===== src/rtl/uflag_pkg.sv =====
package uflag_pkg;
  localparam int NFLAG    = 8;
  localparam int DATA_W   = 9;
  localparam int BUS_W    = 32;
  // flag bit positions
  localparam int F_PAR    = 0;
  localparam int F_FRM    = 1;
  localparam int F_NOISE  = 2;
  localparam int F_OVR    = 3;
  localparam int F_IDLE   = 4;
  localparam int F_RXF    = 5;
  localparam int F_TC     = 6;
  localparam int F_TXE    = 7;
  // per-flag behaviour masks
  localparam logic [NFLAG-1:0] RST_MASK   = 8'hC0; // reset value
  localparam logic [NFLAG-1:0] SEQRD_MASK = 8'h1F; // status read then data read
  localparam logic [NFLAG-1:0] SEQWR_MASK = 8'h40; // status read then data write
  localparam logic [NFLAG-1:0] WR0_MASK   = 8'h60; // direct clear by writing 0
  typedef enum logic {SEL_STS = 1'b0, SEL_DATA = 1'b1} reg_sel_e;
endpackage


===== src/rtl/uflag_cell.sv =====
module uflag_cell #(
  parameter logic RST_VAL = 1'b0
) (
  input  logic clk,
  input  logic rst_n,
  input  logic set_i,
  input  logic sts_rd_i,
  input  logic seq_acc_i,
  input  logic soft_clr_i,
  output logic flag_o
);
  logic flag_q, flag_d, seen_q, seen_d, clr, upd;

  assign clr = soft_clr_i | (seq_acc_i & seen_q);
  assign upd = set_i | clr | sts_rd_i;

  always_comb begin
    flag_d = set_i | (flag_q & ~clr);
    if (clr)                 seen_d = 1'b0;
    else if (sts_rd_i)       seen_d = flag_q;
    else                     seen_d = seen_q & flag_q;
  end

  always_ff @(posedge clk or negedge rst_n) begin
    if (!rst_n) begin
      flag_q <= RST_VAL;
      seen_q <= 1'b0;
    end else if (upd) begin
      flag_q <= flag_d;
      seen_q <= seen_d;
    end
  end

  assign flag_o = flag_q;


  set_wins_chk: assert property (@(posedge clk) disable iff (!rst_n)
    set_i |=> flag_o);


  no_unseen_clear_chk: assert property (@(posedge clk) disable iff (!rst_n)
    (flag_q && !seen_q && !soft_clr_i && !sts_rd_i) |=> flag_o);
endmodule


===== src/rtl/uflag_txpar.sv =====
module uflag_txpar #(
  parameter int DATA_W = 9
) (
  input  logic              clk,
  input  logic              rst_n,
  input  logic              load_i,
  input  logic [DATA_W-1:0] wdata_i,
  input  logic              par_en_i,
  input  logic              par_odd_i,
  input  logic              wide_i,
  output logic [DATA_W-1:0] tx_word_o
);
  localparam int NW = DATA_W - 1;  // data bits in a wide frame
  logic [DATA_W-1:0] hold_q, hold_d;
  logic              p_wide, p_narrow;

  assign p_wide   = (^wdata_i[NW-1:0]) ^ par_odd_i;
  assign p_narrow = (^wdata_i[NW-2:0]) ^ par_odd_i;

  always_comb begin
    if (!par_en_i)  hold_d = wdata_i;
    else if (wide_i) hold_d = {p_wide, wdata_i[NW-1:0]};
    else             hold_d = {1'b0, p_narrow, wdata_i[NW-2:0]};
  end

  always_ff @(posedge clk or negedge rst_n) begin
    if (!rst_n)      hold_q <= '0;
    else if (load_i) hold_q <= hold_d;
  end

  assign tx_word_o = hold_q;


  narrow_top_zero_chk: assert property (@(posedge clk) disable iff (!rst_n)
    (load_i && par_en_i && !wide_i) |=> !tx_word_o[DATA_W-1]);
endmodule


===== src/rtl/uart_flag_regs.sv =====
module uart_flag_regs
  import uflag_pkg::*;
(
  input  logic        clk,
  input  logic        rst_n,
  input  logic        reg_sel,
  input  logic        rd_stb,
  input  logic        wr_stb,
  input  logic [31:0] wdata,
  output logic [31:0] rdata,
  input  logic        ev_tx_load,
  input  logic        ev_tx_done,
  input  logic        ev_rx_done,
  input  logic [8:0]  rx_word,
  input  logic        ev_idle,
  input  logic        ev_noise,
  input  logic        ev_frame_err,
  input  logic        ev_parity_err,
  input  logic        par_en,
  input  logic        par_odd,
  input  logic        wide_frame,
  input  logic [7:0]  irq_en,
  output logic [8:0]  tx_word,
  output logic        irq
);
  logic [1:0]        rst_sync_q;
  logic              rst_n_s;
  logic [NFLAG-1:0]  flags, set_v, seq_v, soft_v;
  logic              sts_rd, sts_wr, dat_rd, dat_wr, rx_load;
  logic [DATA_W-1:0] rx_hold_q, rx_hold_d;

  // asynchronous assertion, synchronous release
  always_ff @(posedge clk or negedge rst_n) begin
    if (!rst_n) rst_sync_q <= 2'b00;
    else        rst_sync_q <= {rst_sync_q[0], 1'b1};
  end
  assign rst_n_s = rst_sync_q[1];

  assign sts_rd = rd_stb & (reg_sel == SEL_STS);
  assign sts_wr = wr_stb & (reg_sel == SEL_STS);
  assign dat_rd = rd_stb & (reg_sel == SEL_DATA);
  assign dat_wr = wr_stb & (reg_sel == SEL_DATA);

  always_comb begin
    set_v          = '0;
    set_v[F_TXE]   = ev_tx_load;
    set_v[F_TC]    = ev_tx_done;
    set_v[F_RXF]   = ev_rx_done;
    set_v[F_IDLE]  = ev_idle;
    set_v[F_OVR]   = ev_rx_done & flags[F_RXF];
    set_v[F_NOISE] = ev_noise;
    set_v[F_FRM]   = ev_frame_err;
    set_v[F_PAR]   = ev_parity_err;
  end

  for (genvar i = 0; i < NFLAG; i++) begin : g_flag
    always_comb begin
      seq_v[i]  = (SEQRD_MASK[i] & dat_rd) | (SEQWR_MASK[i] & dat_wr);
      soft_v[i] = WR0_MASK[i] & sts_wr & ~wdata[i];
      if (i == F_TXE) soft_v[i] = dat_wr;
      if (i == F_RXF) soft_v[i] = soft_v[i] | dat_rd;
    end
    uflag_cell #(.RST_VAL(RST_MASK[i])) u_cell (
      .clk       (clk),
      .rst_n     (rst_n_s),
      .set_i     (set_v[i]),
      .sts_rd_i  (sts_rd),
      .seq_acc_i (seq_v[i]),
      .soft_clr_i(soft_v[i]),
      .flag_o    (flags[i])
    );
  end

  // receive holding word: kept on overrun
  assign rx_load   = ev_rx_done & ~flags[F_RXF];
  assign rx_hold_d = rx_word;
  always_ff @(posedge clk or negedge rst_n_s) begin
    if (!rst_n_s)     rx_hold_q <= '0;
    else if (rx_load) rx_hold_q <= rx_hold_d;
  end

  uflag_txpar #(.DATA_W(DATA_W)) u_txpar (
    .clk      (clk),
    .rst_n    (rst_n_s),
    .load_i   (dat_wr),
    .wdata_i  (wdata[DATA_W-1:0]),
    .par_en_i (par_en),
    .par_odd_i(par_odd),
    .wide_i   (wide_frame),
    .tx_word_o(tx_word)
  );

  always_comb begin
    if (reg_sel == SEL_STS) rdata = {{(BUS_W-NFLAG){1'b0}}, flags};
    else                    rdata = {{(BUS_W-DATA_W){1'b0}}, rx_hold_q};
  end

  assign irq = |(flags & irq_en);


  ovr_keeps_data_chk: assert property (@(posedge clk) disable iff (!rst_n_s)
    (ev_rx_done && flags[F_RXF]) |=> ($stable(rx_hold_q) && flags[F_OVR]));


  rx_load_chk: assert property (@(posedge clk) disable iff (!rst_n_s)
    (ev_rx_done && !flags[F_RXF]) |=> (rx_hold_q == $past(rx_word) && flags[F_RXF]));


  txe_clear_chk: assert property (@(posedge clk) disable iff (!rst_n_s)
    (dat_wr && !ev_tx_load) |=> !flags[F_TXE]);


  upper_zero_chk: assert property (@(posedge clk) disable iff (!rst_n_s)
    rd_stb |-> (rdata[BUS_W-1:DATA_W] == '0));
endmodule


===== config.mk =====
export PLATFORM = sky130hd
export DESIGN_NAME = uart_flag_regs
export DESIGN_NICKNAME = d
export VERILOG_FILES = /design/src/rtl/uflag_pkg.sv /design/src/rtl/uflag_cell.sv /design/src/rtl/uflag_txpar.sv /design/src/rtl/uart_flag_regs.sv
export SDC_FILE = /design/constraint.sdc
export NUM_CORES = 1
export LEC_CHECK = 0
export ABC_CLOCK_PERIOD_IN_PS = 1100
export BUFFER_PORTS_ARGS = -buffer_cell sky130_fd_sc_hd__clkbuf_2
export CAP_MARGIN = 30
export CORE_ASPECT_RATIO = 1.1
export CORE_UTILIZATION = 35
export CTS_BUF_LIST = sky130_fd_sc_hd__clkbuf_16
export CTS_CLUSTER_SIZE = 10
export DETAILED_ROUTE_END_ITERATION = 12
export GPL_ROUTABILITY_DRIVEN = 0
export GPL_TIMING_DRIVEN = 0
export PLACE_DENSITY = 0.67
export SLEW_MARGIN = 20
export SYNTH_ARGS = -nofsm -noshare
export SYNTH_HDL_FRONTEND = slang
export SYNTH_HIERARCHICAL = 1
export SYNTH_SLANG_ARGS = --single-unit

===== constraint.sdc =====
create_clock -name clk -period 1.1 [get_ports clk]
set_clock_uncertainty 0.05 [all_clocks]
set_input_delay 0.165 -clock clk [delete_from_list [all_inputs] [get_ports clk]]
set_output_delay 0.165 -clock clk [all_outputs]
set_load 0.01 [all_outputs]

==> flow_metrics.py <==
metrics = {
    "synth": {
        "synthDistinctLibCells": 28,
        "netlist_instances": 176,
        "syn_avg_cell_area_um2": 11.5,
        "synth_warnings": 6,
        "netlist_area_um2": 2030,
        "seq_area_frac_synth_pct": 44.6,
        "synth-seq-cells": 36,
    },
    "worst_setup_path": {
        "reg2reg_depth": 3,
        "crit_arrival_ns": 1.15,
        "timing.rr.end": "rx_hold_q[1]$_DFFE_PN0P_",
        "crit_start": "g_flag[5].u_cell/flag_o$_DFFE_PN0P_",
        "critPathLaunchType": "flip-flop",
        "crit_end": "rdata[5]",
        "crit_fanout": 7,
        "r2r_slack_ns": -0.16,
        "worstPathRequired_ns": 0.88,
        "path_class": "reg2out",
        "r2r_start": "g_flag[5].u_cell/flag_o$_DFFE_PN0P_",
        "critPathCaptureType": "output port",
    },
    "power_and_ir_drop": {
        "power_density_nw_per_um2": 1460,
        "p_leak_nw": 1.53,
        "cell_internal_pwr_mw": 3.23,
        "p_seq_share_pct": 38.8,
        "p_clk_share_pct": 36.3,
        "p_sw_mw": 1.05,
        "ir_drop_mv": 0.997,
        "sw_frac_of_total_pct": 24.6,
        "p_comb_share_pct": 24.9,
    },
    "placed_design": {
        "dp_slack_ns": -0.441,
        "hpwl_mm": 3.14,
        "placed_area_um2": 2570,
        "dp.cells": 346,
        "portBuffers": 59,
    },
    "layout": {
        "n_fill_cell": 505,
        "antennaDiodeCount": 0,
        "design_area_um2": 2940,
        "drive_above_1_share_pct": 50.2,
        "area_growth_pct": 44.9,
        "multiInputGateArea_um2": 1060,
        "final_nets": 350,
        "fin_cells": 362,
        "regArea_um2": 907,
    },
    "grt": {
        "grt_pass1_wl_mm": 6.64,
        "grt-ovfl-total": 0,
        "grt_max_degree": 35,
        "grt_usage_pct": 14.5,
        "first_global_vias": 1438,
        "antenna_found_initial": 0,
    },
    "floorplanning": {
        "dieWidth_um": 74.6,
        "rows": 28,
        "start_util_pct": 37.1,
        "core_um2": 5470,
        "die_area_um2": 6100,
        "io_pins": 106,
        "die_h_um": 81.8,
    },
    "clock_tree": {
        "tritoncts.num_buffers": 5,
        "path_clk_slew_ns": 0.05,
        "cts-root-buf": "clkbuf_16",
        "cts_max_level": 2,
        "clkLatencyLatePin_ns": 0.27,
        "cts_num_sinks": 36,
        "clockBufferDepth": 2,
        "cts_tree": "yes",
    },
    "sta": {
        "fmax_mhz": 734,
        "final_hold_viol_count": 0,
        "worst_pin_slew_ns": 0.757,
        "setup_viol": 20,
        "post-route-period-util_pct": 124,
        "period_minus_slack_ns": 1.36,
        "setup_ws_ns": -0.262,
        "tns_ns": -3.35,
        "hold_slack_ns": 0.0542,
        "rsz0062_at_grt": "true",
        "finalMaxSlewViolations": 0,
        "relSlewSlack_pct": 49.5,
    },
    "detailed_routing": {
        "drt-pass1-iter-count": 4,
        "drtIter0Drc": 38,
        "vias": 1572,
        "ant_nets": 0,
        "viasPerCell": 4.34,
        "wl_per_cell_um": 11.9,
        "route.detailed.drc": 0,
        "wl_mm": 4.29,
    },
    "job": {
        "cap_violations": 0,
    },
    "run_status": {
        "status": "finished with violations",
        "violations": "negative setup slack",
    },
    "worst_hold_path": {
        "hp-class": "in2reg",
        "hold_depth": 2,
        "min_from": "ev_tx_load",
    },
}
-- final cells by class --
class                   count  area share (%)
plain buffers              26            7.03
clock buffers               5            4.26
clock inverters             3            1.28
inverters                  18            2.30
multi-input cells         132            36.2
flip-flops and latches     36            30.9
well taps                  75            3.19
repair buffers             67            14.8
-- critical path, stage by stage, from the launching register on --
cell,delay [ns]
dfrtp_2,0.46
mux2_4,0.29
buf_6,0.12
-- stage by stage --
step	total power [mW]	util, %
after floorplan	2.27	-
after global placement	2.55	47.0
after detailed placement	2.57	47.0
after CTS	4.19	51.2
after global routing	4.52	53.8
final	4.29	53.8
-- kinds of logic after synthesis --
group                  Yosys count  synth area share [%]
XOR/XNOR                         8                  3.46
multiplexers                    24                  15.0
flip-flops                      36                  44.6
other                            2                 0.371
AO/OA/AOI/OAI                   34                  13.5
AND/OR/NAND/NOR                 28                  10.1
buffers and inverters           44                  13.0
-- metal layers --
layer / share of wire (%) / track usage, % / vias to the layer above / wire length [um]
met3: 8.0 / 4.17 / 6 / 342
met1: 44 / 17.9 / 720 / 1910
li1: - / - / 779 / -
met2: 46 / 24.7 / 67 / 1990
met5: 0 / 0 / - / 0
met4: 1.1 / 3.96 / 0 / 47
-- cells in the final DEF, fill, tap and decap left out, types with 2 or more instances in the layout --
master     Yosys  final
dfrtp_2        0      3
mux2_2        15      7
xnor2_1        7      7
and4bb_1       8      8
nand2_1        8      8
buf_6          1     15
a41o_1         8      8
o21ai_0        3      3
dfstp_2        2      2
buf_4         24     25
o21bai_1       9      8
a22oi_2        0      3
and2_4         0      2
clkbuf_16      0      5
clkinv_1       0      2
conb_1         2     38
dfrtp_1       34     31
clkbuf_2       0     51
mux2_4         9     17
a31o_2         8      8
nor2b_1        3      2
inv_1         18     18
-- power by group through the flow --
stage | combinational [mW] | sequential [mW] | clock, mW
2_1_floorplan | 0.603 | 1.67 | 0
3_3_place_gp | 0.869 | 1.68 | 0
3_5_place_dp | 0.885 | 1.68 | 0
4_1_cts | 0.932 | 1.66 | 1.60
5_1_grt | 1.16 | 1.69 | 1.67
6_report | 1.07 | 1.66 | 1.56
-- registers in the layout (all words and copies together), names as in the netlist --
name / count
g_flag.u_cell/flag_o: 8
u_txpar/tx_word_o: 9
g_flag.u_cell/seen_q: 8
rst_sync_q: 2
rx_hold_q: 9
-- Yosys cell counts, drive strengths merged --
cell type,instances,area [um^2]
a22oi,4,30.0
a31o,8,70.1
a41o,8,80.1
and2,4,26.3
and4bb,8,100
buf,26,195
conb,2,7.51
dfrtp,34,851
dfstp,2,52.6
inv,18,67.6
mux2,24,304
nand2,8,30.0
nand2b,1,6.26
nand3,1,5.00
nand4,1,6.26
nor2,1,3.75
nor2b,4,27.5
o21ai,4,20.0
o21bai,9,67.6
o22ai,1,6.26
xnor2,7,61.3
xor2,1,8.76
-- repair_timing --
item,4_1_cts,5_1_grt
endpoints found under the setup margin,27,24
endpoints found under the hold margin,2,0
resized for setup,5,31
buffers inserted,5,3
pin swaps,3,3
hold buffers,1,0
-- worst min path at each step --
stage | to | slack [ns]
after global routing | g_flag[4].u_cell/flag_o$_DFFE_PN0P_ | 0.05
after CTS | g_flag[7].u_cell/flag_o$_DFFE_PN1P_ | 0.05
after global placement | rst_sync_q[0]$_DFF_PN0_ | -0.1
after detailed placement | rst_sync_q[0]$_DFF_PN0_ | -0.1
after floorplan | rst_sync_q[0]$_DFF_PN0_ | -0.18
final | g_flag[7].u_cell/flag_o$_DFFE_PN1P_ | 0.05
No activity file was read; power rests on OpenSTA's default activity.
